$ cat src/rtl/uwdt_pkg.sv
package uwdt_pkg;
  typedef enum logic {
    KEY_WAIT_FIRST  = 1'b0,
    KEY_WAIT_SECOND = 1'b1
  } key_state_e;
endpackage

$ cat src/rtl/uwdt_rst_sync.sv
module uwdt_rst_sync #(
  parameter int STAGES = 2
) (
  input  logic clk_i,
  input  logic rst_ni,
  output logic rst_sync_no
);
  logic [STAGES-1:0] sync_q;

  generate
    if (STAGES == 1) begin : g_single
      always_ff @(posedge clk_i or negedge rst_ni) begin
        if (!rst_ni) sync_q <= '0;
        else         sync_q <= 1'b1;
      end
    end else begin : g_chain
      always_ff @(posedge clk_i or negedge rst_ni) begin
        if (!rst_ni) sync_q <= '0;
        else         sync_q <= {sync_q[STAGES-2:0], 1'b1};
      end
    end
  endgenerate

  assign rst_sync_no = sync_q[STAGES-1];
endmodule

$ cat src/rtl/uwdt_key.sv
module uwdt_key
  import uwdt_pkg::*;
#(
  parameter int          ADDR_W  = 8,
  parameter int          DATA_W  = 8,
  parameter logic [7:0]  REG_ADR = 8'hA6,
  parameter logic [7:0]  KEY_LO  = 8'h1E,
  parameter logic [7:0]  KEY_HI  = 8'hE1
) (
  input  logic              clk_i,
  input  logic              rst_ni,
  input  logic              clr_i,
  input  logic              block_i,
  input  logic              we_i,
  input  logic [ADDR_W-1:0] addr_i,
  input  logic [DATA_W-1:0] data_i,
  output logic              key_ok_o
);
  localparam logic [ADDR_W-1:0] ADR_MATCH = ADDR_W'(REG_ADR);
  localparam logic [DATA_W-1:0] FIRST_KEY = DATA_W'(KEY_LO);
  localparam logic [DATA_W-1:0] LAST_KEY  = DATA_W'(KEY_HI);

  key_state_e state_q, state_d;
  logic       reg_hit;
  logic       key_ok;

  assign reg_hit = we_i && !block_i && (addr_i == ADR_MATCH);

  always_comb begin
    state_d = state_q;
    key_ok  = 1'b0;
    if (clr_i) begin
      state_d = KEY_WAIT_FIRST;
    end else if (reg_hit) begin
      if (data_i == FIRST_KEY) begin
        state_d = KEY_WAIT_SECOND;
      end else if ((state_q == KEY_WAIT_SECOND) && (data_i == LAST_KEY)) begin
        key_ok  = 1'b1;
        state_d = KEY_WAIT_FIRST;
      end else begin
        state_d = KEY_WAIT_FIRST;
      end
    end
  end

  always_ff @(posedge clk_i or negedge rst_ni) begin
    if (!rst_ni) state_q <= KEY_WAIT_FIRST;
    else         state_q <= state_d;
  end

  assign key_ok_o = key_ok;

  assert_break_seq_R8: assert property (@(posedge clk_i) disable iff (!rst_ni)
    (state_q == KEY_WAIT_SECOND && we_i && !block_i && addr_i == ADR_MATCH &&
     data_i != FIRST_KEY && data_i != LAST_KEY) |=> (state_q == KEY_WAIT_FIRST));

  assert_no_key_when_blocked_R9: assert property (@(posedge clk_i) disable iff (!rst_ni)
    block_i |-> !key_ok_o);

  assert_wrong_addr_holds_R3: assert property (@(posedge clk_i) disable iff (!rst_ni)
    (!clr_i && (!we_i || addr_i != ADR_MATCH)) |=> $stable(state_q));
endmodule

$ cat src/rtl/uwdt_count.sv
module uwdt_count #(
  parameter int CNT_W = 13
) (
  input  logic clk_i,
  input  logic rst_ni,
  input  logic tick_i,
  input  logic key_ok_i,
  output logic ovf_o,
  output logic active_o
);
  localparam logic [CNT_W-1:0] CNT_TOP = {CNT_W{1'b1}};

  logic [CNT_W-1:0] cnt_q, cnt_d;
  logic             act_q, act_d;
  logic             ovf;
  logic             cnt_en;

  assign ovf    = act_q && tick_i && (cnt_q == CNT_TOP);
  assign cnt_en = ovf || key_ok_i || (act_q && tick_i);

  always_comb begin
    act_d = act_q;
    cnt_d = cnt_q;
    if (ovf) begin
      act_d = 1'b0;
      cnt_d = '0;
    end else if (key_ok_i) begin
      act_d = 1'b1;
      cnt_d = '0;
    end else if (act_q && tick_i) begin
      cnt_d = cnt_q + 1'b1;
    end
  end

  always_ff @(posedge clk_i or negedge rst_ni) begin
    if (!rst_ni) begin
      act_q <= 1'b0;
      cnt_q <= '0;
    end else if (cnt_en) begin
      act_q <= act_d;
      cnt_q <= cnt_d;
    end
  end

  assign ovf_o    = ovf;
  assign active_o = act_q;

  assert_no_self_start_R3: assert property (@(posedge clk_i) disable iff (!rst_ni)
    (!act_q && !key_ok_i) |=> !act_q);

  assert_stays_active_R5: assert property (@(posedge clk_i) disable iff (!rst_ni)
    (act_q && !ovf_o) |=> act_q);

  assert_count_step_R4: assert property (@(posedge clk_i) disable iff (!rst_ni)
    (act_q && tick_i && !ovf_o && !key_ok_i) |=> (cnt_q == $past(cnt_q) + 1'b1));

  assert_count_hold_R4: assert property (@(posedge clk_i) disable iff (!rst_ni)
    (act_q && !tick_i && !key_ok_i) |=> $stable(cnt_q));

  assert_refresh_zero_R7: assert property (@(posedge clk_i) disable iff (!rst_ni)
    (key_ok_i && !ovf_o) |=> (act_q && cnt_q == '0));

  assert_ovf_wins_R10: assert property (@(posedge clk_i) disable iff (!rst_ni)
    ovf_o |=> (!act_q && cnt_q == '0));
endmodule

$ cat src/rtl/uwdt_pulse.sv
module uwdt_pulse #(
  parameter int PULSE_LEN = 4
) (
  input  logic clk_i,
  input  logic rst_ni,
  input  logic ovf_i,
  output logic pulse_o
);
  localparam int PW = (PULSE_LEN > 1) ? $clog2(PULSE_LEN + 1) : 1;

  generate
    if (PULSE_LEN == 1) begin : g_flop
      logic pls_q;
      always_ff @(posedge clk_i or negedge rst_ni) begin
        if (!rst_ni) pls_q <= 1'b0;
        else         pls_q <= ovf_i;
      end
      assign pulse_o = pls_q;
    end else begin : g_stretch
      localparam logic [PW-1:0] LEN_V = PW'(PULSE_LEN);
      logic [PW-1:0] left_q, left_d;
      logic          pls_q, pls_d;
      logic          upd_en;

      assign upd_en = ovf_i || pls_q;

      always_comb begin
        left_d = left_q;
        if (ovf_i)             left_d = LEN_V;
        else if (left_q != '0) left_d = left_q - 1'b1;
        pls_d = (left_d != '0);
      end

      always_ff @(posedge clk_i or negedge rst_ni) begin
        if (!rst_ni) begin
          left_q <= '0;
          pls_q  <= 1'b0;
        end else if (upd_en) begin
          left_q <= left_d;
          pls_q  <= pls_d;
        end
      end
      assign pulse_o = pls_q;

      assert_pulse_quiet_R2: assert property (@(posedge clk_i) disable iff (!rst_ni)
        (!ovf_i && left_q <= 1) |=> !pulse_o);
    end
  endgenerate

  assert_pulse_start_R6: assert property (@(posedge clk_i) disable iff (!rst_ni)
    ovf_i |=> pulse_o);
endmodule

$ cat src/rtl/unlock_wdt.sv
module unlock_wdt #(
  parameter int         CNT_W     = 13,
  parameter int         PULSE_LEN = 4,
  parameter int         SYNC_LEN  = 2,
  parameter int         ADDR_W    = 8,
  parameter int         DATA_W    = 8,
  parameter logic [7:0] REG_ADR   = 8'hA6,
  parameter logic [7:0] KEY_LO    = 8'h1E,
  parameter logic [7:0] KEY_HI    = 8'hE1
) (
  input  logic              clk_i,
  input  logic              rst_ni,
  input  logic              mc_tick_i,
  input  logic              sfr_we_i,
  input  logic [ADDR_W-1:0] sfr_addr_i,
  input  logic [DATA_W-1:0] sfr_wdata_i,
  output logic              wdt_rst_o
);
  logic rst_n_int;
  logic key_ok;
  logic ovf;
  logic active;
  logic pulse;

  uwdt_rst_sync #(.STAGES(SYNC_LEN)) u_sync (
    .clk_i       (clk_i),
    .rst_ni      (rst_ni),
    .rst_sync_no (rst_n_int)
  );

  uwdt_key #(
    .ADDR_W (ADDR_W), .DATA_W (DATA_W),
    .REG_ADR(REG_ADR), .KEY_LO(KEY_LO), .KEY_HI(KEY_HI)
  ) u_key (
    .clk_i    (clk_i),
    .rst_ni   (rst_n_int),
    .clr_i    (ovf),
    .block_i  (pulse),
    .we_i     (sfr_we_i),
    .addr_i   (sfr_addr_i),
    .data_i   (sfr_wdata_i),
    .key_ok_o (key_ok)
  );

  uwdt_count #(.CNT_W(CNT_W)) u_count (
    .clk_i    (clk_i),
    .rst_ni   (rst_n_int),
    .tick_i   (mc_tick_i),
    .key_ok_i (key_ok),
    .ovf_o    (ovf),
    .active_o (active)
  );

  uwdt_pulse #(.PULSE_LEN(PULSE_LEN)) u_pulse (
    .clk_i   (clk_i),
    .rst_ni  (rst_n_int),
    .ovf_i   (ovf),
    .pulse_o (pulse)
  );

  assign wdt_rst_o = pulse;

  assert_rst_out_low_R1: assert property (@(posedge clk_i)
    !rst_n_int |-> !wdt_rst_o);

  assert_dormant_in_pulse_R6: assert property (@(posedge clk_i) disable iff (!rst_n_int)
    wdt_rst_o |-> !active);
endmodule

$ cat config.mk
export PLATFORM = sky130hd
export DESIGN_NAME = unlock_wdt
export DESIGN_NICKNAME = d
export VERILOG_FILES = /design/src/rtl/uwdt_pkg.sv /design/src/rtl/uwdt_rst_sync.sv /design/src/rtl/uwdt_key.sv /design/src/rtl/uwdt_count.sv /design/src/rtl/uwdt_pulse.sv /design/src/rtl/unlock_wdt.sv
export SDC_FILE = /design/constraint.sdc
export NUM_CORES = 1
export LEC_CHECK = 0
export BUFFER_PORTS_ARGS = -buffer_cell sky130_fd_sc_hd__buf_2
export CORE_UTILIZATION = 48
export DETAILED_ROUTE_END_ITERATION = 12
export GPL_ROUTABILITY_DRIVEN = 0
export PLACE_DENSITY = 0.78
export SYNTH_ARGS = -nofsm -noshare
export SYNTH_HDL_FRONTEND = slang
export SYNTH_SLANG_ARGS = --single-unit
$ cat constraint.sdc
create_clock -name clk_i -period 0.8 [get_ports clk_i]
set_clock_uncertainty 0.05 [all_clocks]
set_input_delay 0.16 -clock clk_i [delete_from_list [all_inputs] [get_ports clk_i]]
set_output_delay 0.16 -clock clk_i [all_outputs]
set_load 0.01 [all_outputs]
==> flow_summary.ini <==
[run_status]
status = finished with violations
violations = setup timing

[pwr]
clkPwrFrac = 0.296
pwr-share-comb = 0.069
p_sw_frac = 0.2157
power_switching_uw = 363.0
p_per_area_nw_per_um2 = 963.7
p_seq_frac = 0.635
p_total_mw = 1.683
internal_power_mw = 1.320
p_leak_nw = 0.8390
ir_drop_v = 0.001005

[sta]
setup_ws_ns = -0.7676
min_period_ns = 1.568
drv_slew = 0
hold_viol = 0
rsz0062_at_grt = true
setup_violations = 20
clock.fmax_mhz = 637.9
post-route-period-util = 1.959

[yosys]
syn_inst = 113
synth_cell_type_count = 34
yosys.area.top_type = dfrtp_1
synth_fp_nets = 137
yosysTopAreaCellShare = 0.4610
synth_edf_count = 0
netlist_area_um2 = 1140
synthArstFlopShare = 1.000
yosys-top-cells-area = dfrtp_1 46%, xnor2_1 8.5%, ha_1 4.4%
synth_warnings = 0
synth_most_common_cell = dfrtp_1
synth_seq_cells = 21
synth_common_cells = 21 x dfrtp_1, 11 x nand2_1, 11 x nor2_1, 11 x xnor2_1
ys.flop_type = dfrtp_1
syn_area_per_cell_um2 = 10.09
yosysSeqAreaShare = 0.4610

[floorplan]
dieArea_um2 = 2574
io_pins = 21
die_width_um = 50.73
initial_core_util = 0.5104
coreArea_um2 = 2233
num_rows = 17
die_h_um = 50.73

[finish]
nets = 201
final_cells = 204
syn2layout_area_growth_pct = 53.24
antenna_cells = 0
drive_above_1_share = 0.5057

[routing]
ant_nets = 0
drt-pass1-iter-count = 4
wl_per_cell_um = 15.25
drcViolationCount = 0
avgViaCountPerCell = 5.250
totalWireLength_um = 3112
vias = 1071
dr.first_iter.drc_count = 24

[cts]
cts_buffers = 3
insertion_delay_ns = 0.29
htreeDepth = 1
clockBufferDepth = 2
clkTransAtPathRegs_ns = 0.11
cts_tree = built
cts_num_sinks = 21
root_buffer = clkbuf_4

[job]
max_cap_viol_count = 0

[place]
dpl.cell_count = 188
preCtsSetupSlack_ns = -0.7465
io_buffers = 20
dp_hpwl_um = 2043

[worst_hold_path]
hp-class = in -> async

[worst_setup_path]
crit_fanout = 7
startpoint = u_count.cnt_q[11]
cp-start-kind = flop
worstRegToRegCells = 4
reg2reg_slack_ns = -0.77
worstReg2RegEnd = u_count.cnt_q[11]
arrival_ns = 1.69
worstPathRequired_ns = 0.93
r2r-start = u_count.cnt_q[11]
crit_path_end = u_count.cnt_q[11]
endpoint_kind = flop
crit_type = reg -> reg

[global_route]
grt_pass1_vias = 1090
grt_pass1_wl_um = 5002
grt_usage = 0.2691
overflow = 0
grt_start_max_net_pins = 20
antenna_found_initial = 0
power groups by stage:
| stage | logic, mW | clock network (mW) | registers (mW) |
|---|---|---|---|
| 4_1_cts | 0.113 | 0.513 | 1.07 |
| 3_5_place_dp | 0.107 | 0 | 1.09 |
| 5_1_grt | 0.125 | 0.553 | 1.07 |
| 3_3_place_gp | 0.101 | 0 | 1.09 |
| 2_1_floorplan | 0.0159 | 0 | 1.10 |
| 6_report | 0.116 | 0.498 | 1.07 |
cells in the final DEF, fill, tap and decap left out, types with 4 or more instances in the layout:
cell type / netlist / layout
nand4_1: 4 / 4
dfrtp_1: 21 / 21
xnor2_1: 11 / 11
buf_4: 0 / 32
buf_2: 0 / 19
nor2_1: 11 / 10
nor2_2: 7 / 8
nor3_1: 4 / 4
inv_1: 7 / 5
nand2_1: 11 / 11
buf_6: 0 / 5
stage by stage:
step           hold WS (ns)    util  setup TNS [ns]  instance area [um^2]
4_1_cts             0.09666  0.7636          -13.49                  1705
6_report             0.1117  0.7821          -14.05                  1747
3_5_place_dp        -0.1038  0.6840          -13.00                  1528
5_1_grt              0.1279  0.7821          -15.31                  1747
3_3_place_gp        -0.1062  0.6840          -12.23                  1528
2_1_floorplan       -0.1856       -          -12.64                  1165
cells by family (layout without fill, tap and decap cells):
logic type,Yosys count,in the layout,synth area share
compound gates,9,9,0.05928
xor+xnor,12,12,0.09221
fa+ha+maj,4,4,0.04391
buf+inv,7,70,0.02306
flops,21,21,0.4610
other cells,1,1,0.003290
simple gates,59,59,0.3172
worst min path at each step:
stage                      start          endpoint  slack [ns]  cells past startpoint
after detailed placement  rst_ni  u_sync.sync_q[0]       -0.10                      1
after floorplan           rst_ni  u_sync.sync_q[0]       -0.19                      0
final                     rst_ni  u_sync.sync_q[0]        0.11                      2
after global placement    rst_ni  u_sync.sync_q[0]       -0.11                      1
after CTS                 rst_ni  u_sync.sync_q[0]         0.1                      2
after global routing      rst_ni  u_sync.sync_q[1]        0.13                      2
area by class of cell:
class                      count  area [um^2]
clock buffer                   4        26.28
timing repair buffer          59        441.7
inverter                       7        26.28
multi-input combinational     85        691.9
sequential                    21        525.5
fill                         135        486.7
tap                           28        35.03
worst max-delay path, stage by stage, from the launching register on:
cell	delay, ns
dfrtp_1	0.43
nand4_1	0.14
or4_4	0.61
o31ai_4	0.16
nor2_2	0.06
timing repair:
| action | CTS | global route |
|---|---|---|
| hold endpoints to repair | 2 | 0 |
| hold buffers | 1 | 0 |
| gates resized for setup | 16 | 7 |
| endpoints found under the setup margin | 20 | 20 |
| pin swaps | 10 | 12 |
| setup buffers | 10 | 2 |
state kept, by name, indices dropped and copies added, names as in the netlist:
register,cells
u_key.state_q,1
u_count.cnt_q,13
u_count.active_o,1
u_pulse.g_stretch.left_q,3
u_sync.sync_q,2
u_pulse.pulse_o,1
routing by layer:
metal / vias up / track usage / share of wire
met5: - / 0 / 0
li1: 514 / - / -
met1: 515 / 0.3160 / 0.42
met3: 10 / 0.03939 / 0.038
met4: 0 / 0.1019 / 0.020
met2: 32 / 0.4889 / 0.53
Power figures use the tool's default switching activity.
